File: config.mk
export PLATFORM = sky130hd
export DESIGN_NAME = adc_byte_sequencer
export DESIGN_NICKNAME = d
export VERILOG_FILES = /design/src/rtl/adcseq_pkg.sv /design/src/rtl/adcseq_fsm.sv /design/src/rtl/adcseq_addr_ctr.sv /design/src/rtl/adcseq_sample_buf.sv /design/src/rtl/adc_byte_sequencer.sv
export SDC_FILE = /design/constraint.sdc
export NUM_CORES = 1
export LEC_CHECK = 0
export BUFFER_PORTS_ARGS = -buffer_cell sky130_fd_sc_hd__clkbuf_2
export CAP_MARGIN = 10
export CORE_UTILIZATION = 40
export CTS_CLUSTER_DIAMETER = 120
export DETAILED_ROUTE_END_ITERATION = 12
export PLACE_DENSITY = 0.63
export SKIP_LAST_GASP = 1
export SYNTH_ARGS = -nofsm -noshare
export SYNTH_HDL_FRONTEND = slang
export SYNTH_SLANG_ARGS = --single-unit
File: constraint.sdc
create_clock -name clk -period 3 [get_ports clk]
set_input_delay 0.3 -clock clk [delete_from_list [all_inputs] [get_ports clk]]
set_output_delay 0.3 -clock clk [all_outputs]
set_load 0.02 [all_outputs]
File: src/rtl/adcseq_pkg.sv
package adcseq_pkg;

    // Sequencer states; the numeric order is the visiting order.
    typedef enum logic [2:0] {
        ST_IDLE   = 3'd0,
        ST_START  = 3'd1,
        ST_WAIT   = 3'd2,
        ST_HI     = 3'd3,
        ST_LO     = 3'd4,
        ST_COMMIT = 3'd5,
        ST_BUMP   = 3'd6
    } seq_state_e;

    // One set of converter control levels.
    typedef struct packed {
        logic ce;
        logic cs_n;
        logic rc;
        logic a0;
    } pin_set_t;

    localparam pin_set_t PINS_OFF   = '{ce: 1'b0, cs_n: 1'b1, rc: 1'b1, a0: 1'b0};
    localparam pin_set_t PINS_CONV  = '{ce: 1'b1, cs_n: 1'b0, rc: 1'b0, a0: 1'b0};
    localparam pin_set_t PINS_RD_HI = '{ce: 1'b1, cs_n: 1'b0, rc: 1'b1, a0: 1'b0};
    localparam pin_set_t PINS_RD_LO = '{ce: 1'b1, cs_n: 1'b0, rc: 1'b1, a0: 1'b1};

endpackage

File: src/rtl/adcseq_fsm.sv
module adcseq_fsm
    import adcseq_pkg::*;
#(
    parameter int BUS_W    = 8,
    parameter int SAMPLE_W = 12
) (
    input  logic                clk,
    input  logic                rst_n,
    input  logic                busy_i,
    input  logic [BUS_W-1:0]    bus_i,
    output logic                ce_o,
    output logic                cs_n_o,
    output logic                rc_o,
    output logic                a0_o,
    output logic                mode12_o,
    output logic                we_o,
    output logic                adv_o,
    output logic [SAMPLE_W-1:0] sample_o
);

    // Width of the trailing part that arrives in the second byte read.
    localparam int LO_W = SAMPLE_W - BUS_W;

    seq_state_e state_q;
    seq_state_e state_n;
    pin_set_t   pins;

    logic [BUS_W-1:0] hi_q;
    logic [LO_W-1:0]  lo_q;

    // State register, asynchronous reset to idle.
    always_ff @(posedge clk or negedge rst_n) begin
        if (!rst_n) begin
            state_q <= ST_IDLE;
        end else begin
            state_q <= state_n;
        end
    end

    // Transition logic.
    always_comb begin
        state_n = state_q;
        unique case (state_q)
            ST_IDLE:   state_n = ST_START;
            ST_START:  state_n = ST_WAIT;
            ST_WAIT:   state_n = busy_i ? ST_WAIT : ST_HI;
            ST_HI:     state_n = ST_LO;
            ST_LO:     state_n = ST_COMMIT;
            ST_COMMIT: state_n = ST_BUMP;
            ST_BUMP:   state_n = ST_IDLE;
            default:   state_n = ST_IDLE;
        endcase
    end

    // Output decode (Moore).
    always_comb begin
        pins  = PINS_OFF;
        we_o  = 1'b0;
        adv_o = 1'b0;
        unique case (state_q)
            ST_IDLE:   pins = PINS_OFF;
            ST_START:  pins = PINS_CONV;
            ST_WAIT:   pins = PINS_RD_HI;
            ST_HI:     pins = PINS_RD_HI;
            ST_LO:     pins = PINS_RD_LO;
            ST_COMMIT: we_o = 1'b1;
            ST_BUMP:   adv_o = 1'b1;
            default:   pins = PINS_OFF;
        endcase
    end

    assign ce_o     = pins.ce;
    assign cs_n_o   = pins.cs_n;
    assign rc_o     = pins.rc;
    assign a0_o     = pins.a0;
    assign mode12_o = 1'b0;

    // Byte capture: whole bus as the upper part, then the top LO_W bits of
    // the second byte as the lower part; the remaining bits are dropped.
    always_ff @(posedge clk or negedge rst_n) begin
        if (!rst_n) begin
            hi_q <= '0;
            lo_q <= '0;
        end else begin
            if (state_q == ST_HI) begin
                hi_q <= bus_i;
            end
            if (state_q == ST_LO) begin
                lo_q <= bus_i[BUS_W-1 -: LO_W];
            end
        end
    end

    assign sample_o = {hi_q, lo_q};


    start_one_cycle_chk: assert property (@(posedge clk) disable iff (!rst_n)
        (!rc_o) |=> rc_o);


    wait_hold_chk: assert property (@(posedge clk) disable iff (!rst_n)
        (state_q == ST_WAIT && busy_i) |=> (state_q == ST_WAIT));


    lo_follows_hi_chk: assert property (@(posedge clk) disable iff (!rst_n)
        (state_q == ST_HI) |=> a0_o);


    we_single_chk: assert property (@(posedge clk) disable iff (!rst_n)
        we_o |=> !we_o);

endmodule

File: src/rtl/adcseq_addr_ctr.sv
module adcseq_addr_ctr #(
    parameter int ADDR_W = 6
) (
    input  logic              clk,
    input  logic              rst_n,
    input  logic              clr_i,
    input  logic              inc_i,
    output logic [ADDR_W-1:0] count_o,
    output logic              wrap_o
);

    localparam logic [ADDR_W-1:0] TOP = {ADDR_W{1'b1}};

    logic [ADDR_W-1:0] count_q;

    // Clear has priority over increment; the counter rolls over freely.
    always_ff @(posedge clk or negedge rst_n) begin
        if (!rst_n) begin
            count_q <= '0;
        end else if (clr_i) begin
            count_q <= '0;
        end else if (inc_i) begin
            count_q <= count_q + ADDR_W'(1);
        end
    end

    assign count_o = count_q;
    assign wrap_o  = inc_i && !clr_i && (count_q == TOP);


    advance_chk: assert property (@(posedge clk) disable iff (!rst_n)
        (inc_i && !clr_i) |=> (count_q == $past(count_q) + ADDR_W'(1)));


    clear_chk: assert property (@(posedge clk) disable iff (!rst_n)
        clr_i |=> (count_q == '0));


    wrap_zero_chk: assert property (@(posedge clk) disable iff (!rst_n)
        wrap_o |=> (count_q == '0));

endmodule

File: src/rtl/adcseq_sample_buf.sv
module adcseq_sample_buf #(
    parameter int WORD_W = 12,
    parameter int ADDR_W = 6
) (
    input  logic              clk,
    input  logic              we_i,
    input  logic [ADDR_W-1:0] waddr_i,
    input  logic [WORD_W-1:0] wdata_i,
    input  logic [ADDR_W-1:0] raddr_i,
    output logic [WORD_W-1:0] rdata_o
);

    localparam int DEPTH = 1 << ADDR_W;

    logic [WORD_W-1:0] mem [DEPTH];
    logic [WORD_W-1:0] rdata_q;

    // Registered read; a same-address write lands after the read samples.
    always_ff @(posedge clk) begin
        if (we_i) begin
            mem[waddr_i] <= wdata_i;
        end
        rdata_q <= mem[raddr_i];
    end

    assign rdata_o = rdata_q;

endmodule

File: src/rtl/adc_byte_sequencer.sv
module adc_byte_sequencer #(
    parameter int BUS_W    = 8,
    parameter int SAMPLE_W = 12,
    parameter int ADDR_W   = 6
) (
    input  logic                clk,
    input  logic                rst_n,
    input  logic                cnt_clr,
    input  logic                conv_busy,
    input  logic [BUS_W-1:0]    conv_data,
    output logic                conv_ce,
    output logic                conv_cs_n,
    output logic                conv_rc,
    output logic                conv_mode12,
    output logic                conv_a0,
    input  logic [ADDR_W-1:0]   rd_addr,
    output logic [SAMPLE_W-1:0] rd_data,
    output logic                buf_we,
    output logic [ADDR_W-1:0]   wr_addr,
    output logic                wr_wrap
);

    logic                we;
    logic                adv;
    logic [SAMPLE_W-1:0] sample;
    logic [ADDR_W-1:0]   waddr;

    adcseq_fsm #(
        .BUS_W    (BUS_W),
        .SAMPLE_W (SAMPLE_W)
    ) u_fsm (
        .clk      (clk),
        .rst_n    (rst_n),
        .busy_i   (conv_busy),
        .bus_i    (conv_data),
        .ce_o     (conv_ce),
        .cs_n_o   (conv_cs_n),
        .rc_o     (conv_rc),
        .a0_o     (conv_a0),
        .mode12_o (conv_mode12),
        .we_o     (we),
        .adv_o    (adv),
        .sample_o (sample)
    );

    adcseq_addr_ctr #(
        .ADDR_W (ADDR_W)
    ) u_ctr (
        .clk     (clk),
        .rst_n   (rst_n),
        .clr_i   (cnt_clr),
        .inc_i   (adv),
        .count_o (waddr),
        .wrap_o  (wr_wrap)
    );

    adcseq_sample_buf #(
        .WORD_W (SAMPLE_W),
        .ADDR_W (ADDR_W)
    ) u_buf (
        .clk     (clk),
        .we_i    (we),
        .waddr_i (waddr),
        .wdata_i (sample),
        .raddr_i (rd_addr),
        .rdata_o (rd_data)
    );

    assign buf_we  = we;
    assign wr_addr = waddr;

endmodule

Word level (Yosys, flattened, before mapping)
Memories as Yosys holds them, arrays and structs flattened. A register that Yosys moved wholly into a read port is not among the register bits.
Cells that the tools add are included.
{"block": "totals", "output_inout_bits": 25, "register_bits": 21, "n_memories": 1, "ramBits": 768, "wordCells": 28, "inputBits": 18}
{"name": "u_buf.mem", "words": 64, "word_bits": 12, "read_ports": 1, "rd_ports_with_merged_regs": 1, "wr": 1, "line_no": "adcseq_sample_buf.sv:15", "rtl": "logic [WORD_W-1:0] mem [DEPTH];"}
{"block": "classes", "n_reduce_logical": 6, "addsub": 1, "eq_ne": 7, "mux": 9}
{"op": "case mux 3 bit (6 select lines)", "n": 1}
{"op": "two-way mux 6 bit", "n": 2}
{"op": "case mux 4 bit (3 select lines)", "n": 1}
{"op": "== test 3 bit (second input constant)", "n": 3}
{"op": "adder 6 x 1 -> 6 bit (second input constant)", "n": 1}
{"op": "== test 3 x 2 -> 1 bit (second input constant)", "n": 2}
{"op": "== test 6 bit (second input constant)", "n": 1}
{"op": "two-way mux 1 bit", "n": 5}
{"op": "== test 3 x 1 -> 1 bit (second input constant)", "n": 1}
{"op": "logical NOT 3 bit", "n": 1}
{"op": "logical AND 1 bit", "n": 2}
{"op": "nonzero test 2 bit", "n": 1}
{"op": "OR reduction 2 bit", "n": 1}
{"op": "logical NOT 1 bit", "n": 1}

Depth between registers and ports, before layout
Gate-level depths: netlist (run 1).
{"block": "depth", "depth_word": 4, "mapped_depth": 10, "mapped_depth_nobuf": 5}

Modules after synthesis
A second synthesis (run 1) with hierarchy kept.
{"block": "unflattened", "hier_cells": 1412, "area_unflattened_um2": 30778.3}
{"mod": "adcseq_sample_buf", "cells_each": 1339, "instances": 1, "area_each_um2": 29851.1, "seq_area_each_um2": 23302.3}
{"mod": "adcseq_fsm", "cells_each": 45, "instances": 1, "area_each_um2": 644.4, "seq_area_each_um2": 375.4}
{"mod": "adcseq_addr_ctr", "cells_each": 28, "instances": 1, "area_each_um2": 282.8, "seq_area_each_um2": 150.1}

Worst setup path after synthesis (run 1)
Ideal clock, no wire load.
{"block": "synth_path", "path_type": "reg2reg", "start": "reg u_fsm.state_q[0]", "end": "mem u_buf.mem[59][0] (enable)", "path_buffers": 1, "period_less_slack_ns": 2.460, "setup_ns": 0.380, "arrival_time_ns": 2.080, "setup_slack_ns": 0.540, "stages_incl_launch_ff": 7, "required_ns": 2.620, "path_cell_list": "dfrtp_1 -> clkbuf_1 -> nor2b_1 -> and2_1 -> nor2b_1 -> nand3_1 -> nor2_1"}
{"block": "synth_between", "elab_chain_len": 4}
{"element": "from (decl)", "line_no": "adcseq_fsm.sv:24", "rtl": "seq_state_e state_q;"}
{"element": "from (signal assigned)", "line_no": "adcseq_fsm.sv:36", "rtl": "state_q <= state_n;"}
{"element": "== test 3 bit", "line_no": "adcseq_fsm.sv:60", "rtl": "unique case (state_q)"}
{"element": "two-way mux 1 bit", "line_no": "adcseq_fsm.sv:60"}
{"element": "via buf_we", "line_no": "adc_byte_sequencer.sv:18", "rtl": "output logic buf_we,"}
{"element": "two-way mux 1 bit", "line_no": "adcseq_sample_buf.sv:20", "rtl": "if (we_i) begin"}
{"element": "two-way mux 1 bit (not written as such)", "line_no": "adcseq_sample_buf.sv:21", "rtl": "mem[waddr_i] <= wdata_i;"}
{"element": "to (decl)", "line_no": "adcseq_sample_buf.sv:15"}
The timed path passes the listed nets, and every way through them passes these cells.

Worst setup path in the final report (run 1)
{"block": "layout_path", "start": "reg u_ctr.count_q[3] (netlist: u_ctr.count_o[3])", "end": "out wr_wrap"}
{"block": "layout_between", "elab_chain_len": 2}
{"element": "from (decl)", "line_no": "adcseq_addr_ctr.sv:14", "rtl": "logic [ADDR_W-1:0] count_q;"}
{"element": "from (signal assigned)", "line_no": "adcseq_addr_ctr.sv:23", "rtl": "count_q <= count_q + ADDR_W'(1);"}
{"element": "== test 6 bit", "line_no": "adcseq_addr_ctr.sv:28", "rtl": "assign wrap_o = inc_i && !clr_i && (count_q == TOP);"}
{"element": "logical AND 1 bit", "line_no": "adcseq_addr_ctr.sv:28"}
{"element": "to (decl)", "line_no": "adc_byte_sequencer.sv:20", "rtl": "output logic wr_wrap"}
No other way between the ends.

==> flow_summary.yaml, run 1 <==
status:
  status: "finished clean"
worst_setup_path:
  cp-start-kind: "flop"
  cp_max_fo: 11
  criticalPathCategory: "reg -> out"
  required_ns: 2.70
  critPathArrivalTime_ns: 2.41
  worstSetupEndpointType: "output port"
yosys:
  synth_seq_cells: 801
  synth_top_area_cell: "edfxtp_1"
  synth.yosys.seq_area_share_pct: 77.3
  synth_top_area_share_pct: 74.8
  synth_edf_count: 768
  syn_inst: 1428
  async_reset_ff_share_pct: 2.62
  synth_ff_type: "edfxtp_1"
  yosys-top-cells-area: "edfxtp_1 75%, mux4_2 12%, mux2_2 1.9%, dfrtp_1 1.7%, nor2_1 0.94%"
  synth.net_count: 1447
  avgSynthCellArea_um2: 21.6
  yosysUniqueCellTypes: 53
  yosysWarnings: 0
  syn_area_mm2: 0.0308
clock_network:
  cts_setup_buffers: 0
  htreeDepth: 3
  cts_tree: "done"
  cts_made_buffers: 78
  clk_pin_slew_ns: 0.06
  clk_latency_ns: 0.63
  cts_buffer_depth: 3
  clock-sinks: 801
  cts-root-buf: "clkbuf_16"
global_route:
  grt_overflow: 0
  grt_usage_pct: 18.9
  grt_max_degree: 66
  antenna_found_initial: 0
  grt_pass1_wl_um: 106000
  grt_pass1_vias: 15439
timing:
  fin_crit_ns: 2.71
  finalHoldViolations: 0
  rsz0062_at_grt: "false"
  tns_ns: 0
  period_share_pct: 90.3
  fmax_ghz: 0.369
  skew_ns: 0.0240
  finalSetupViolCount: 0
  setup_slack_ns: 0.291
  relSlewSlack_pct: 36.4
  maxSlewViolCount: 0
  holdWs_ns: 0.202
  worst_pin_slew_ns: 0.944
floorplan:
  rows: 101
  initial_core_util_pct: 40.5
  io_pins: 43
  die-area_mm2: 0.0782
  core-area_mm2: 0.0761
  dieWidth_um: 280
  fp.dieH_um: 280
power:
  leakage_nw: 11.4
  pwr-share-seq_pct: 54.2
  clock_power_share_pct: 35.7
  p_comb_share_pct: 10.1
  switchingPower_mw: 6.69
  p_int_mw: 20.4
  cellPowerDensity_mw_per_mm2: 760
  finalPower_mw: 27.1
  swShare_pct: 24.7
  vdd_drop_max_mv: 0.393
worst_hold_path:
  worstHoldPathType: "in -> async"
finish:
  final_layout_size_suffix_gt1_share_pct: 31.1
  layout_common_cells: "768 x edfxtp_1, 171 x mux4_2, 134 x buf_4"
  fin_nets: 1644
  final_cell_count_no_fill: 2717
  area_delta_synth_final_pct: 15.8
  final_common_cell: "edfxtp_1"
  fillers: 6314
placement:
  placed_cells: 2563
  gp_congestion: 0.815
  place_ws_ns: 0.200
  port_buffers: 41
  dp_hpwl_um: 45100
route:
  drt_iter0_markers: 1547
  drc: 0
  firstDrtPassIters: 5
  routed_wirelength_um: 72600
  routed_via_density: 5.51
  wire_per_inst_um: 26.7
  num_vias: 14974
  ant_nets: 0
flow_run:
  maxCapViolCount: 0
==> power groups by stage <==
| stage | registers [mW] | clock network [mW] | logic [mW] |
|---|---|---|---|
| after global routing | 14.8 | 10.3 | 2.93 |
| after detailed placement | 15.0 | 0 | 2.64 |
| after global placement | 15.0 | 0 | 2.52 |
| after CTS | 14.8 | 9.83 | 2.66 |
| final | 14.7 | 9.69 | 2.73 |
| after floorplan | 15.2 | 0 | 0.870 |
==> cell families (layout without fill, tap and decap cells) <==
| kind of cell | Yosys count | in the layout | share of synthesized area [%] |
|---|---|---|---|
| flops | 801 | 801 | 77.3 |
| mux | 256 | 256 | 15.8 |
| simple gates | 163 | 163 | 2.49 |
| compound gates | 123 | 123 | 2.82 |
| buf+inv | 78 | 336 | 1.41 |
| xor+xnor | 5 | 5 | 0.142 |
| fa+ha+maj | 1 | 1 | 0.0406 |
| other cells | 1 | 2 | 0.0122 |
==> critical path: stages, from the launching register on <==
cell and delay, ns:
dfrtp_1 0.75, nand3_1 0.48, nor3_1 0.34, clkbuf_2 0.22
==> cells in the mapped netlist (4+ instances only) <==
cell type	number
mux2_2	52
a22oi_1	12
buf_1	9
dfxtp_1	12
a31o_1	5
nor2_1	77
o22ai_1	21
buf_4	16
dfrtp_1	21
a221oi_1	9
nand2_1	26
nand4_1	7
edfxtp_1	768
nor3_1	4
or3_1	4
buf_6	6
nand3b_1	4
a21oi_1	13
o221ai_1	10
mux4_1	7
mux2i_1	26
nand3_1	9
nor2b_1	13
clkbuf_1	27
o22a_1	6
o21ai_0	19
buf_2	17
mux4_2	171
a211oi_1	14
nand2b_1	9
==> timing repair <==
action | in CTS | in global routing
resized for setup | 0 | 0
hold endpoints to repair | 40 | 0
hold buffers | 11 | 0
==> area by class of cell <==
type | instances | area [um2] | area share [%]
sequential | 801 | 23800 | 66.8
multi-input combinational | 549 | 6580 | 18.4
clock buffer | 108 | 2140 | 5.98
timing repair buffer | 193 | 1480 | 4.16
tap | 1030 | 1290 | 3.61
clock inverter | 33 | 369 | 1.03
inverter | 2 | 7.51 | 0.0210
antenna | 1 | 2.50 | 0.00701
==> flip-flops by register name (all words and copies together) (netlist names) <==
signal	flops
u_buf.mem	768
u_buf.rdata_o	12
u_fsm.hi_q	8
u_ctr.count_o	6
u_fsm.lo_q	4
u_fsm.state_q	3
==> per-layer routing <==
metal / wire, um / share of wire, % / GRT usage, %
met1: 30900 / 43 / 26.0
met4: 1990 / 2.7 / 6.52
met2: 34600 / 48 / 29.7
met5: 0 / 0 / 0
met3: 5060 / 7.0 / 4.17
==> metrics by stage <==
| step | cell area, um2 | utilization (%) |
|---|---|---|
| detailed placement | 33100 | 43.5 |
| global placement | 33100 | 43.5 |
| finish | 35700 | 46.9 |
| global route | 35700 | 46.9 |
| CTS | 35700 | 46.9 |
| floorplan | 30800 | - |
==> final timing paths <==
check	endpoint	from	slack, ns	cells after the start
setup reg to reg	u_buf.mem[44][2]	u_fsm.state_q[0]	0.58	5
hold / removal	u_ctr.count_o[0]	rst_n	0.20	2
setup / recovery	wr_wrap	u_ctr.count_o[3]	0.29	3
max in group asynchronous	u_fsm.lo_q[2]	rst_n	2.41	2
hold reg to reg	u_fsm.lo_q[0]	u_fsm.lo_q[0]	0.53	1
min in group clk	u_buf.rdata_o[8]	rd_addr[5]	0.38	2
Note: power is estimated with default switching activity, not from simulation.
==> inputs of run 2 (changes only) <==
--- a/config.mk
+++ b/config.mk
@@ -11,6 +11,7 @@
 export CTS_CLUSTER_DIAMETER = 120
 export DETAILED_ROUTE_END_ITERATION = 12
 export PLACE_DENSITY = 0.63
+export REMOVE_ABC_BUFFERS = 1
 export SKIP_LAST_GASP = 1
 export SYNTH_ARGS = -nofsm -noshare
 export SYNTH_HDL_FRONTEND = slang
==> flow_summary.yaml, run 2 (synthesis gave the netlist of run 1 again) <==
status:
  status: "finished clean"
worst_hold_path:
  worstHoldPathType: "in -> async"
timing:
  tns_ns: 0
  setup_slack_ns: 0.190
  finalHoldViolations: 0
  rsz0062_at_grt: "false"
  finalSetupViolCount: 0
  fmax_ghz: 0.356
  worst_pin_slew_ns: 0.792
  maxSlewViolCount: 0
  skew_ns: 0.0310
  relSlewSlack_pct: 46.9
  period_share_pct: 93.7
  fin_crit_ns: 2.81
route:
  routed_wirelength_um: 75100
  wire_per_inst_um: 27.5
  firstDrtPassIters: 5
  routed_via_density: 5.59
  num_vias: 15289
  ant_nets: 0
  drc: 0
  drt_iter0_markers: 1749
finish:
  layout_common_cells: "768 x edfxtp_1, 171 x mux4_2, 144 x buf_4"
  fillers: 6345
  area_delta_synth_final_pct: 16.4
  largest_reg_flops: 768
  final_layout_size_suffix_gt1_share_pct: 32.2
  final_cell_count_no_fill: 2734
  fin_nets: 1661
  top_register: "u_buf.mem"
  final_area_mm2: 0.0359
  final_common_cell: "edfxtp_1"
worst_setup_path:
  crit_slowest_cell: "nand2_1"
  criticalPathCategory: "reg -> reg"
  max_stage_delay_ns: 0.53
  cp-start-kind: "flop"
  r2r-start: "u_fsm.state_q[0]"
  crit_chain: "nor2b_1 > and2_1 > nor2b_1 > nand2_1 > nor2_1 > buf_4"
  critPathMostFrequentCell: "nor2b_1"
  required_ns: 3.30
  timing.rr.end: "u_buf.mem[18][11]"
  worstSetupEndpointType: "flop"
  critPathArrivalTime_ns: 3.11
  r2r_setup_slack_ns: 0.19
  cp_max_fo: 8
  reg2reg_depth: 6
placement:
  placed_cells: 2577
  port_buffers: 41
  place_ws_ns: 0.177
  dpl_cell_area_mm2: 0.0332
  dp_hpwl_um: 47200
  gp_congestion: 0.880
clock_network:
  clk_pin_slew_ns: 0.06
  clock-sinks: 801
  cts_setup_buffers: 0
  cts-root-buf: "clkbuf_16"
  cts_buffer_depth: 3
  htreeDepth: 3
  cts_tree: "done"
  clk_latency_ns: 0.63
  cts_made_buffers: 82
power:
  leakage_nw: 11.5
  cellPowerDensity_mw_per_mm2: 762
  pwr-share-seq_pct: 53.7
  p_int_mw: 20.5
  clock_power_share_pct: 35.6
  swShare_pct: 24.9
  switchingPower_mw: 6.82
  p_comb_share_pct: 10.7
  vdd_drop_max_mv: 1.14
global_route:
  grt_pass1_vias: 15508
  grt_max_degree: 66
  grt_pass1_wl_um: 110000
  antenna_found_initial: 3
  grt_overflow: 0
  grt_usage_pct: 19.6
floorplan:
  fp.dieH_um: 280
  dieWidth_um: 280
  rows: 101
  io_pins: 43
  initial_core_util_pct: 40.5
  core-area_mm2: 0.0761
  die-area_mm2: 0.0782
flow_run:
  maxCapViolCount: 0
## run 2: layout make-up
type,instances,area [um2],share of cell area (%)
inverters,2,7.51,0.0209
well taps,1030,1290,3.59
clock buffers,103,2190,6.11
repair buffers,206,1620,4.51
multi-input cells,549,6580,18.3
clock inverters,42,360,1.00
flip-flops and latches,801,23800,66.4
diodes,1,2.50,0.00697
## run 2: power groups by stage
stage                     sequential, mW  combinational (mW)  clock, mW
after CTS                           14.7                2.95       9.91
after global routing                14.7                3.10       10.3
after detailed placement            14.9                2.93          0
final                               14.7                2.92       9.74
after global placement              14.9                2.81          0
after floorplan                     15.2               0.695          0
## run 2: what timing repair did
item / CTS / global route
hold buffers: 11 / 0
gates resized for setup: 0 / 0
endpoints found under the hold margin: 40 / 0
## run 2: how the worst max path moves through the flow
stage / end / from / depth (start not counted) / slack [ns]
after floorplan: u_buf.mem[59][0] / u_fsm.state_q[0] / 5 / 0.65
after global placement: u_buf.rdata_o[7] / rd_addr[0] / 6 / 0.19
after detailed placement: u_buf.rdata_o[7] / rd_addr[0] / 6 / 0.18
after CTS: wr_wrap / u_fsm.state_q[2] / 6 / 0.22
after global routing: wr_wrap / u_fsm.state_q[2] / 6 / 0.09
final: u_buf.mem[18][11] / u_fsm.state_q[0] / 6 / 0.19
## run 2: stage by stage
stage	total power, mW	utilization (%)	hold slack [ns]
floorplan	15.9	-	0.00441
global placement	17.7	43.7	0.319
detailed placement	17.9	43.7	0.344
CTS	27.5	47.2	0.213
global route	28.1	47.2	0.255
finish	27.3	47.2	0.244
## run 2: worst max-delay path: cells and delay by family, from the launching register on
| family | cells | cell delay (ns) |
|---|---|---|
| DFF | 1 | 0.44 |
| and+or+nand+nor | 5 | 1.82 |
| buffers and inverters | 1 | 0.24 |
## run 2: metal layers
metal  GRT usage (%)  wire length, um  vias to the layer above
met5               0               13                        -
met3            4.40             6010                      115
met2            30.8            35600                      650
met1            27.7            31700                     8104
met4            5.11             1770                        2
li1                -                -                     6418
==> inputs of run 3 (changes only) <==
--- a/config.mk
+++ b/config.mk
@@ -7,10 +7,11 @@
 export LEC_CHECK = 0
 export BUFFER_PORTS_ARGS = -buffer_cell sky130_fd_sc_hd__clkbuf_2
 export CAP_MARGIN = 10
-export CORE_UTILIZATION = 40
+export CORE_UTILIZATION = 50
+export CTS_BUF_LIST = sky130_fd_sc_hd__clkbuf_8
 export CTS_CLUSTER_DIAMETER = 120
 export DETAILED_ROUTE_END_ITERATION = 12
-export PLACE_DENSITY = 0.63
+export PLACE_DENSITY = 0.74
 export REMOVE_ABC_BUFFERS = 1
 export SKIP_LAST_GASP = 1
 export SYNTH_ARGS = -nofsm -noshare
==> constraint.sdc (replaced) <==
create_clock -name clk -period 3 [get_ports clk]
set_input_delay 0.6 -clock clk [delete_from_list [all_inputs] [get_ports clk]]
set_output_delay 0.6 -clock clk [all_outputs]
set_load 0.02 [all_outputs]
==> flow_summary.yaml, run 3 (synthesis gave the netlist of run 1 again) <==
status:
  status: "finished clean"
clock_network:
  clock-sinks: 801
  clk_pin_slew_ns: 0.06
  clk_latency_ns: 0.73
  cts_tree: "done"
  htreeDepth: 3
  cts_buffer_depth: 3
  cts-root-buf: "clkbuf_8"
  cts_made_buffers: 116
  cts_setup_buffers: 0
placement:
  dpl_cell_area_mm2: 0.0331
  gp_congestion: 0.835
  port_buffers: 41
  place_ws_ns: -0.00152
  placed_cells: 2354
  dp_hpwl_um: 45200
timing:
  rsz0062_at_grt: "false"
  finalSetupViolCount: 0
  period_share_pct: 95.2
  tns_ns: 0
  relSlewSlack_pct: 14.9
  fmax_ghz: 0.350
  skew_ns: 0.0378
  worst_pin_slew_ns: 1.28
  maxSlewViolCount: 0
  setup_slack_ns: 0.145
  holdWs_ns: 0.128
  fin_crit_ns: 2.86
  finalHoldViolations: 0
finish:
  area_delta_synth_final_pct: 14.2
  fin_util_pct: 58.0
  final_layout_size_suffix_gt1_share_pct: 33.6
  multi_input_area_mm2: 0.00658
  final_common_cell: "edfxtp_1"
  seq_area_mm2: 0.0238
  largest_reg_flops: 768
  final_cell_count_no_fill: 2562
  top_register: "u_buf.mem"
  fin_nets: 1713
  final_area_mm2: 0.0352
  fillers: 4257
  layout_common_cells: "768 x edfxtp_1, 171 x mux4_2, 167 x buf_4"
floorplan:
  rows: 90
  dieWidth_um: 250
  initial_core_util_pct: 50.8
  core-area_mm2: 0.0607
  die-area_mm2: 0.0627
  io_pins: 43
  fp.dieH_um: 250
global_route:
  grt_max_degree: 66
  grt_usage_pct: 23.8
  grt_pass1_vias: 16191
  grt_overflow: 0
  antenna_found_initial: 1
  grt_pass1_wl_um: 107000
worst_setup_path:
  required_ns: 2.40
  criticalPathCategory: "reg -> out"
  cp_max_fo: 11
  critPathArrivalTime_ns: 2.26
  crit_slowest_cell: "dfrtp_1"
  max_stage_delay_ns: 0.80
  worstSetupEndpointType: "output port"
  cp-start-kind: "flop"
  crit_chain: "nand3_1 > buf_4 > nor3_1 > clkbuf_2"
power:
  pwr-share-seq_pct: 59.4
  leakage_nw: 11.6
  p_comb_share_pct: 10.2
  swShare_pct: 26.2
  cellPowerDensity_mw_per_mm2: 717
  p_int_mw: 18.6
  switchingPower_mw: 6.63
  finalPower_mw: 25.3
  vdd_drop_max_mv: 1.18
  clock_power_share_pct: 30.5
route:
  drt_iter0_markers: 1885
  wire_per_inst_um: 28.6
  drc: 0
  num_vias: 15711
  routed_via_density: 6.13
  ant_nets: 0
  firstDrtPassIters: 6
  routed_wirelength_um: 73300
flow_run:
  maxCapViolCount: 0
worst_hold_path:
  worstHoldPathType: "in -> reg"
[run 3: changes by cell type in the layout (fill, tap and decap cells not counted), moves of 4 or more]
cell,before,now
buf_12,10,15
buf_4,144,167
bufinv_16,6,1
clkbuf_1,18,0
clkbuf_16,85,0
clkbuf_8,0,121
clkinv_1,17,27
clkinv_2,13,7
clkinvlp_4,5,1
dlygate4sd3_1,11,1
inv_1,1,46
[run 3: final cells by class]
type,instances,share of cell area [%]
Inverter,2,0.0213
Timing Repair Buffer,224,5.09
Clock buffer,121,4.73
Sequential cell,801,67.7
Antenna cell,1,0.00711
Tap cell,782,2.78
Clock inverter,82,0.998
Multi-Input combinational cell,549,18.7
[run 3: worst paths after layout]
kind                            slack, ns             start  cells past startpoint                end
worst max-delay path                 0.14  u_ctr.count_o[5]                      4            wr_wrap
worst min-delay path                 0.13      conv_data[1]                      2      u_fsm.hi_q[1]
worst max register to register       0.48  u_fsm.state_q[0]                      6  u_buf.mem[50][10]
worst min register to register       0.57  u_fsm.state_q[0]                      1   u_fsm.state_q[0]
max in group asynchronous            2.16             rst_n                      2      u_fsm.hi_q[0]
min in group asynchronous            0.42             rst_n                      2      u_fsm.hi_q[2]
[run 3: worst max-delay path, delay by kind of cell, from the launching register on]
| kind | cells | cell delay, ns |
|---|---|---|
| flops | 1 | 0.80 |
| buf+inv | 2 | 0.42 |
| simple gates | 2 | 0.33 |
[run 3: power by group through the flow]
stage                     Clock, mW  Sequential (mW)  Combinational, mW
after detailed placement          0             15.5               2.21
after CTS                      7.80             15.2               2.22
after global routing           8.27             15.0               2.71
after floorplan                   0             15.2              0.695
after global placement            0             15.4               2.12
final                          7.69             15.0               2.57
[run 3: layer usage]
metal | track usage (%) | vias up | share of wire (%)
li1 | - | 6519 | -
met1 | 32.2 | 8134 | 38
met2 | 36.9 | 897 | 48
met3 | 5.83 | 161 | 11
met4 | 10.9 | 0 | 4.1
met5 | 0 | - | 0
[run 3: timing repair]
action | 4_1_cts | 5_1_grt
resized for setup | 0 | 1
hold endpoints to repair | 21 | 0
setup endpoints to repair | 0 | 1
hold buffers | 1 | 0
